**config.mk**
```make
export PLATFORM = sky130hd
export DESIGN_NAME = flash_sector_addr_gen
export DESIGN_NICKNAME = d
export VERILOG_FILES = /design/src/rtl/flash_sag_pkg.sv /design/src/rtl/flash_sag_regs.sv /design/src/rtl/flash_sag_sector.sv /design/src/rtl/flash_sag_bufmap.sv /design/src/rtl/flash_sector_addr_gen.sv
export SDC_FILE = /design/constraint.sdc
export NUM_CORES = 1
export LEC_CHECK = 0
export BUFFER_PORTS_ARGS = -buffer_cell sky130_fd_sc_hd__clkbuf_2
export CORE_ASPECT_RATIO = 1.75
export CORE_MARGIN = 5
export CORE_UTILIZATION = 45
export DETAILED_ROUTE_END_ITERATION = 10
export PLACE_DENSITY = 0.67
export SYNTH_ARGS = -nofsm -noshare
export SYNTH_HDL_FRONTEND = slang
export SYNTH_SLANG_ARGS = --single-unit
```
**constraint.sdc**
```tcl
create_clock -name clk -period 3.97 [get_ports clk]
set_input_delay 0.1985 -clock clk [delete_from_list [all_inputs] [get_ports clk]]
set_output_delay 0.1985 -clock clk [all_outputs]
set_load 0.1 [all_outputs]
```
**src/rtl/flash_sag_pkg.sv**
```systemverilog
package flash_sag_pkg;
  localparam int unsigned REG_SRC_BLK  = 0;
  localparam int unsigned REG_DST_BLK  = 2;
  localparam int unsigned REG_DST_PG   = 3;
  localparam int unsigned REG_SRC_PG   = 7;
  localparam int unsigned REG_STARTBUF = 8;

  localparam int unsigned MAIN_UNIT_LOG  = 9;
  localparam int unsigned SPARE_UNIT_LOG = 4;

  typedef struct packed {
    logic       data_sel;
    logic       data_idx;
    logic [1:0] sec_off;
  } bufaddr_t;
endpackage

```
**src/rtl/flash_sag_regs.sv**
```systemverilog
module flash_sag_regs
  import flash_sag_pkg::*;
#(
  parameter int unsigned DATA_W   = 16,
  parameter int unsigned NUM_ADDR = 8,
  parameter int unsigned SIP_W    = 2,
  parameter int unsigned RADDR_W  = 4
) (
  input  logic                       clk,
  input  logic                       rst_n,
  input  logic                       wr,
  input  logic [RADDR_W-1:0]         addr,
  input  logic [DATA_W-1:0]          wdata,
  output logic [DATA_W-1:0]          rdata,
  output logic [NUM_ADDR*DATA_W-1:0] addr_flat,
  output bufaddr_t                   bufaddr,
  output logic [SIP_W:0]             count
);
  localparam int unsigned BA_LSB = 8;
  localparam int unsigned BA_W   = $bits(bufaddr_t);

  logic [DATA_W-1:0] areg_q [NUM_ADDR];
  bufaddr_t          ba_q;
  logic [SIP_W:0]    cnt_q;
  logic [SIP_W:0]    cnt_m1;

  for (genvar i = 0; i < NUM_ADDR; i++) begin : g_areg
    always_ff @(posedge clk) begin
      if (!rst_n)
        areg_q[i] <= '0;
      else if (wr && addr == RADDR_W'(i))
        areg_q[i] <= wdata;
    end
    assign addr_flat[i*DATA_W +: DATA_W] = areg_q[i];
  end

  always_ff @(posedge clk) begin
    if (!rst_n) begin
      ba_q  <= '0;
      cnt_q <= (SIP_W+1)'(1);
    end else if (wr && addr == RADDR_W'(REG_STARTBUF)) begin
      ba_q  <= wdata[BA_LSB +: BA_W];
      cnt_q <= (wdata[SIP_W-1:0] == '0) ? (SIP_W+1)'(1 << SIP_W)
                                        : {1'b0, wdata[SIP_W-1:0]};
    end
  end

  assign cnt_m1 = cnt_q - (SIP_W+1)'(1);

  always_comb begin
    rdata = '0;
    if (addr < RADDR_W'(NUM_ADDR)) begin
      rdata = areg_q[addr[$clog2(NUM_ADDR)-1:0]];
    end else if (addr == RADDR_W'(REG_STARTBUF)) begin
      rdata[BA_LSB +: BA_W] = ba_q;
      rdata[SIP_W-1]        = cnt_m1[SIP_W-1];
    end
  end

  assign bufaddr = ba_q;
  assign count   = cnt_q;

  p_count_range_r6: assert property (@(posedge clk) disable iff (!rst_n)
    (count >= (SIP_W+1)'(1)) && (count <= (SIP_W+1)'(1 << SIP_W)));

  p_sb_write_r6: assert property (@(posedge clk) disable iff (!rst_n)
    (wr && addr == RADDR_W'(REG_STARTBUF)) |=> (bufaddr == $past(wdata[BA_LSB +: BA_W])));

  p_areg_write_r2: assert property (@(posedge clk) disable iff (!rst_n)
    (wr && addr == RADDR_W'(REG_SRC_PG)) |=>
      (addr_flat[REG_SRC_PG*DATA_W +: DATA_W] == $past(wdata)));

  p_unmapped_hold_r11: assert property (@(posedge clk) disable iff (!rst_n)
    (wr && addr > RADDR_W'(REG_STARTBUF)) |=>
      ($stable(addr_flat) && $stable(bufaddr) && $stable(count)));
endmodule

```
**src/rtl/flash_sag_sector.sv**
```systemverilog
module flash_sag_sector #(
  parameter int unsigned        DATA_W       = 16,
  parameter int unsigned        BLK_W        = 12,
  parameter int unsigned        PGF_W        = 8,
  parameter logic [BLK_W-1:0]   DENSITY_MASK = '0
) (
  input  logic [DATA_W-1:0]      blk_reg,
  input  logic [DATA_W-1:0]      pg_reg,
  output logic [BLK_W-1:0]       blk_num,
  output logic [BLK_W+PGF_W-1:0] sector
);
  always_comb begin
    blk_num = blk_reg[BLK_W-1:0];
    if (blk_reg[DATA_W-1])
      blk_num = blk_num | DENSITY_MASK;
  end

  assign sector = {blk_num, pg_reg[PGF_W-1:0]};
endmodule

```
**src/rtl/flash_sag_bufmap.sv**
```systemverilog
module flash_sag_bufmap
  import flash_sag_pkg::*;
#(
  parameter int unsigned SIP_W = 2
) (
  input  bufaddr_t                         bufaddr,
  output logic                             is_data,
  output logic                             data_idx,
  output logic [SIP_W+MAIN_UNIT_LOG-1:0]   main_off,
  output logic [SIP_W+SPARE_UNIT_LOG-1:0]  spare_off
);
  assign is_data   = bufaddr.data_sel;
  assign data_idx  = bufaddr.data_sel & bufaddr.data_idx;
  assign main_off  = {bufaddr.sec_off[SIP_W-1:0], {MAIN_UNIT_LOG{1'b0}}};
  assign spare_off = {bufaddr.sec_off[SIP_W-1:0], {SPARE_UNIT_LOG{1'b0}}};
endmodule

```
**src/rtl/flash_sector_addr_gen.sv**
```systemverilog
module flash_sector_addr_gen
  import flash_sag_pkg::*;
#(
  parameter int unsigned      DATA_W       = 16,
  parameter int unsigned      NUM_ADDR     = 8,
  parameter int unsigned      BLK_W        = 12,
  parameter int unsigned      PG_IDX_W     = 6,
  parameter int unsigned      SIP_W        = 2,
  parameter int unsigned      RADDR_W      = 4,
  parameter logic [BLK_W-1:0] DENSITY_MASK = '0,
  localparam int unsigned     PGF_W        = PG_IDX_W + SIP_W,
  localparam int unsigned     SEC_W        = BLK_W + PGF_W,
  localparam int unsigned     MOFF_W       = SIP_W + MAIN_UNIT_LOG,
  localparam int unsigned     SOFF_W       = SIP_W + SPARE_UNIT_LOG
) (
  input  logic               clk,
  input  logic               rst_n,
  input  logic               reg_wr,
  input  logic [RADDR_W-1:0] reg_addr,
  input  logic [DATA_W-1:0]  reg_wdata,
  output logic [DATA_W-1:0]  reg_rdata,
  output logic [SEC_W-1:0]   src_sector,
  output logic [SEC_W-1:0]   dst_sector,
  output logic [SIP_W:0]     xfer_count,
  output logic               buf_is_data,
  output logic               buf_data_idx,
  output logic [MOFF_W-1:0]  main_byte_off,
  output logic [SOFF_W-1:0]  spare_byte_off,
  output logic [SEC_W-1:0]   erase_first,
  output logic [PGF_W:0]     erase_count
);
  logic [NUM_ADDR*DATA_W-1:0] addr_flat;
  bufaddr_t                   bufaddr;
  logic [SEC_W-1:0]           sec_arr [2];
  logic [BLK_W-1:0]           blk_arr [2];

  flash_sag_regs #(
    .DATA_W(DATA_W), .NUM_ADDR(NUM_ADDR), .SIP_W(SIP_W), .RADDR_W(RADDR_W)
  ) u_regs (
    .clk(clk), .rst_n(rst_n), .wr(reg_wr), .addr(reg_addr), .wdata(reg_wdata),
    .rdata(reg_rdata), .addr_flat(addr_flat), .bufaddr(bufaddr), .count(xfer_count)
  );

  for (genvar g = 0; g < 2; g++) begin : g_sec
    localparam int unsigned BI = (g == 0) ? REG_SRC_BLK : REG_DST_BLK;
    localparam int unsigned PI = (g == 0) ? REG_SRC_PG  : REG_DST_PG;
    flash_sag_sector #(
      .DATA_W(DATA_W), .BLK_W(BLK_W), .PGF_W(PGF_W), .DENSITY_MASK(DENSITY_MASK)
    ) u_sec (
      .blk_reg(addr_flat[BI*DATA_W +: DATA_W]),
      .pg_reg (addr_flat[PI*DATA_W +: DATA_W]),
      .blk_num(blk_arr[g]),
      .sector (sec_arr[g])
    );
  end

  assign src_sector = sec_arr[0];
  assign dst_sector = sec_arr[1];

  flash_sag_bufmap #(.SIP_W(SIP_W)) u_buf (
    .bufaddr(bufaddr), .is_data(buf_is_data), .data_idx(buf_data_idx),
    .main_off(main_byte_off), .spare_off(spare_byte_off)
  );

  assign erase_first = {blk_arr[0], {PGF_W{1'b0}}};
  assign erase_count = (PGF_W+1)'(1 << PGF_W);

  p_erase_block_r10: assert property (@(posedge clk) disable iff (!rst_n)
    erase_first[SEC_W-1:PGF_W] == src_sector[SEC_W-1:PGF_W]);

  p_boot_no_idx_r8: assert property (@(posedge clk) disable iff (!rst_n)
    !buf_is_data |-> !buf_data_idx);

  p_off_ratio_r9: assert property (@(posedge clk) disable iff (!rst_n)
    main_byte_off[MOFF_W-1:MAIN_UNIT_LOG] == spare_byte_off[SOFF_W-1:SPARE_UNIT_LOG]);
endmodule

```
# --- Yosys cells after proc, flatten, opt, wreduce, memory -nomap -nowiden ---
# Memory sizes are Yosys's and may differ from the RTL's.
# Index checks and enable logic that the tools add are counted.
classes:
  eq_ne: 8
  order_cmp: 1
  addsub: 1
  bitwise_logic: 9
  muxes: 41
  n_reduce_logical: 11
op_table:
  columns: ["operator", "count"]
  rows:
  - ["two-way mux 16 bit", 8]
  - ["two-way mux 1 bit", 28]
  - ["== test 4 x 3 -> 1 bit (second input constant)", 4]
  - ["two-way mux 4 bit", 3]
  - ["logical AND 1 bit", 9]
  - ["== test 4 x 2 -> 1 bit (second input constant)", 2]
  - ["bitwise OR 1 bit", 8]
  - ["two-way mux 6 bit", 1]
  - ["== test 4 x 1 -> 1 bit (second input constant)", 1]
  - ["== test 4 bit (second input constant)", 1]
  - ["logical NOT 4 bit", 1]
  - ["less-than comparator 4 bit (second input constant)", 1]
  - ["two-way mux 3 bit", 1]
  - ["logical NOT 2 bit", 1]
  - ["subtractor 2 x 1 -> 2 bit (second input constant)", 1]
  - ["bitwise AND 1 bit", 1]
word_totals:
  register_bits: 7
  n_memories: 1
  output_inout_bits: 107
  mem_bits_rw: 128
memory_table:
  columns: ["name", "depth", "word_bits", "read_ports", "rd_ports_with_merged_regs", "wr", "line", "text"]
  rows:
  - ["u_regs.areg_q", 8, 16, 5, 0, 8, "flash_sag_regs.sv:22", "logic [DATA_W-1:0] areg_q [NUM_ADDR];"]

# --- Depth between registers and ports, before layout ---
depth:
  ltp_word: 6
  depth_mapped: 6
  ltp_nobuf: 4

# --- By module ---
# Synthesis repeated with hierarchy kept, for this count alone.
hier_totals:
  hier_cells: 523
  hier_area_um2: 6956.7
modules_own_cells:
  columns: ["mod", "instances", "area_per_inst_um2", "cells_per_inst"]
  rows:
  - ["flash_sag_regs", 1, 6195.9, 420]
  - ["flash_sag_sector", 2, 240.2, 32]
  - ["flash_sag_bufmap", 1, 145.1, 20]
  - ["flash_sector_addr_gen", 1, 135.1, 19]

# --- Least setup slack after synthesis ---
# OpenSTA, ideal clock, no wires.
synth_timing:
  kind: "input-to-output"
  start: "input reg_addr[1]"
  end: "output reg_rdata[1]"
  path_stages: 6
  t_arrival_ps: 3135
  setup_slack_ps: 636
  path_buffers: 2
  cell_sequence: "buf_2 > buf_2 > mux2i_1 > nand3b_1 > nand2_1 > o32ai_1"
synth_via:
  elab_chain_cells: 3
  elab_cells_between_ends: 5
synth_lines:
  columns: ["item", "line", "text"]
  rows:
  - ["start: declaration", "flash_sector_addr_gen.sv:19", "input logic [RADDR_W-1:0] reg_addr,"]
  - ["parallel branches: the longest is 2 deep, another holds memory read (8 x 16 bit)", null, null]
  - ["two-way mux 1 bit (*)", "flash_sag_regs.sv:52", "if (addr < RADDR_W'(NUM_ADDR)) begin"]
  - ["end: declaration", "flash_sector_addr_gen.sv:21", "output logic [DATA_W-1:0] reg_rdata,"]
# Every way passes the cells marked *.

# --- Worst setup path in the final report ---
layout_timing:
  start: "input reg_addr[1]"
  end: "output reg_rdata[11]"
layout_via:
  elab_chain_cells: 3
  elab_cells_between_ends: 5
layout_lines:
  columns: ["item", "line"]
  rows:
  - ["parallel branches: the longest is 2 deep, another holds memory read (8 x 16 bit)", null]
  - ["two-way mux 4 bit (*)", "flash_sag_regs.sv:52"]
# Marks and branches as above.

==> reports/results.tsv <==
metric	value	unit
track_usage	18.1	%
grt_max_degree	30	
cts_hold_buf	0	
crit_top_cell	clkbuf_2	
ir_drop	0.296	mV
cp_num_buf_inv	3	
vias	3920	
firstDrtPassIters	4	
crit_arrival	2590	ps
cts-resized-gates	0	
multi_input_area	0.00223	sq mm
power_leakage	3.05	nW
final_common_cell	and2_1	
placement_rows	59	
critPathCaptureType	output port	
antenna_found_initial	0	
fin_worst_skew	0	ps
critPathKind	input pin to output port	
syn_area_per_cell	13.5	sq um
cts_tree	built	
cts_setup_buffers	0	
cp_top_family	buffers and inverters	
worst-path-max-fanout	29	
p_per_area	522	mW/mm^2
chipWidth	103	um
period_needed	2790	ps
core-area	0.0149	sq mm
synth-seq-area-share	58.2	%
endpoint	reg_rdata[11]	
cpMaxStageDelayCell	clkbuf_2	
dp_hpwl	10800	um
ant_nets	0	
antenna_cells	0	
fmax	358	MHz
fillerInstances	1267	
worst_pin_slew	1110	ps
worst_ep_required_time	3770	ps
reg2reg_depth	2	
hold_violations	0	
grt_pass1_vias	4068	
cp-start-kind	input pin	
cts_buffers	17	
layout.area.seq	0.00398	sq mm
clk_pin_slew	60	ps
finalInstanceArea	0.00762	sq mm
routed_wl	15700	um
power	3.98	mW
ys_seq_elements	135	
layout-drive-gt1-share	31.6	%
start_util	45.9	%
crit_cells	7	
die_area	0.0179	sq mm
final_cell_mix	and2_1, edfxtp_1, clkbuf_2, mux2i_1, conb_1	
path_cells	clkbuf_2, buf_4, nor2b_1, a2bb2oi_1, o22ai_1, o21a_1, clkbuf_2	
yosys_warnings	0	
synth_area	0.00685	sq mm
htreeDepth	4	
timing.rr.start	u_regs.bufaddr[3]	
viasPerCell	5.21	
setup.worst_path.start	reg_addr[1]	
setup_tns	0	ps
drt_iter0_drc	228	
slew_headroom	25.7	%
grt_pass1_wl	23500	um
maxCapViolations	0	
cts-root-buf	clkbuf_16	
area_growth	11.2	%
finalCritPeriodShare	70.3	%
synth.distinct_cells	34	
cts.sinks	135	
rsz0062_at_grt	false	
die_h	173	um
place_area	0.00704	sq mm
r2r-end	u_regs.bufaddr[3]	
synth_cells	509	
route.detailed.wl_per_inst	20.8	um
insertion_delay	410	ps
ios	130	
overflow	0	
hold_class	input pin to flop	
setup_viol	0	
place.gp.congestion	0.804	
portBuffers	99	
cp_slowest_stage_delay	780	ps
status	completed	
nNetsFinal	580	
cts_buffer_depth	2	
drc_errors	0	
maxSlewViolCount	0	
r2r_slack	3280	ps
==> logic make-up after synthesis <==
group	count (synthesis)	synth area share (%)
flip-flops	135	58.2
other	2	0.110
multiplexers	58	12.7
buffers and inverters	112	11.3
AND/OR/NAND/NOR	175	15.2
AO/OA/AOI/OAI	26	2.50
XOR/XNOR	1	0.128
==> power by group <==
part | total, mW | internal (mW) | switching [mW]
sequential | 1.68 | 1.64 | 0.0357
combinational | 0.763 | 0.122 | 0.641
clock | 1.54 | 0.929 | 0.607
==> worst min-delay path by stage <==
stage / startpoint / end / slack [ps] / cells past startpoint
2_1_floorplan: reg_wdata[0] / u_regs.count[0] / 320 / 2
3_3_place_gp: u_regs.count[2] / u_regs.count[2] / 440 / 2
3_5_place_dp: u_regs.count[2] / u_regs.count[2] / 460 / 2
4_1_cts: rst_n / u_regs.count[0] / 110 / 2
5_1_grt: rst_n / u_regs.count[0] / 140 / 2
6_report: rst_n / u_regs.count[0] / 130 / 2
==> sequential cells by signal, indices dropped and copies added (netlist names) <==
signal,flops
u_regs.count,3
u_regs.areg_q,128
u_regs.bufaddr,4
==> per-layer routing <==
metal	track usage, %	share of wire (%)
met4	5.29	1.5
met2	33.6	57
met5	0	0
met1	20.2	35
met3	3.91	6.7
==> synthesized netlist by cell type (all sizes together) <==
master,number,share of area [%]
a21oi,1,0.073
a2bb2oi,3,0.38
a31oi,1,0.091
and2,129,12
buf,95,10
clkbuf,15,0.90
conb,2,0.11
dfxtp,7,2.0
edfxtp,128,56
inv,2,0.11
mux2i,35,5.1
mux4,23,7.6
nand2,4,0.22
nand2b,3,0.27
nand3,1,0.073
nand3b,3,0.33
nor2,26,1.6
nor2b,1,0.091
o21a,3,0.33
o21ai,9,0.66
o221ai,3,0.38
o22ai,5,0.46
o32ai,1,0.13
or2,5,0.46
or3,1,0.091
or3b,1,0.13
or4b,1,0.15
xor2,1,0.13
==> stage by stage <==
step | cells | setup slack, ps | util [%] | hold WS (ps)
floorplan | 537 | 636 | - | 324
global placement | 721 | 1260 | 47.2 | 442
detailed placement | 721 | 1170 | 47.2 | 461
CTS | 753 | 1180 | 51.1 | 107
global route | 753 | 992 | 51.1 | 142
finish | 753 | 1180 | 51.1 | 132
==> cell type report <==
| type | instances | area share [%] |
|---|---|---|
| clock buffers | 18 | 5.63 |
| clock inverters | 14 | 1.99 |
| inverters | 2 | 0.0986 |
| multi-input cells | 290 | 29.3 |
| flip-flops and latches | 135 | 52.3 |
| well taps | 183 | 3.01 |
| repair buffers | 111 | 7.69 |
==> worst reg2reg max path, cell delays in order (launching register included) <==
cell     delay [ps]
dfxtp_1         340
mux2i_1         170
nor2_1           60
Power figures use the tool's default switching activity.
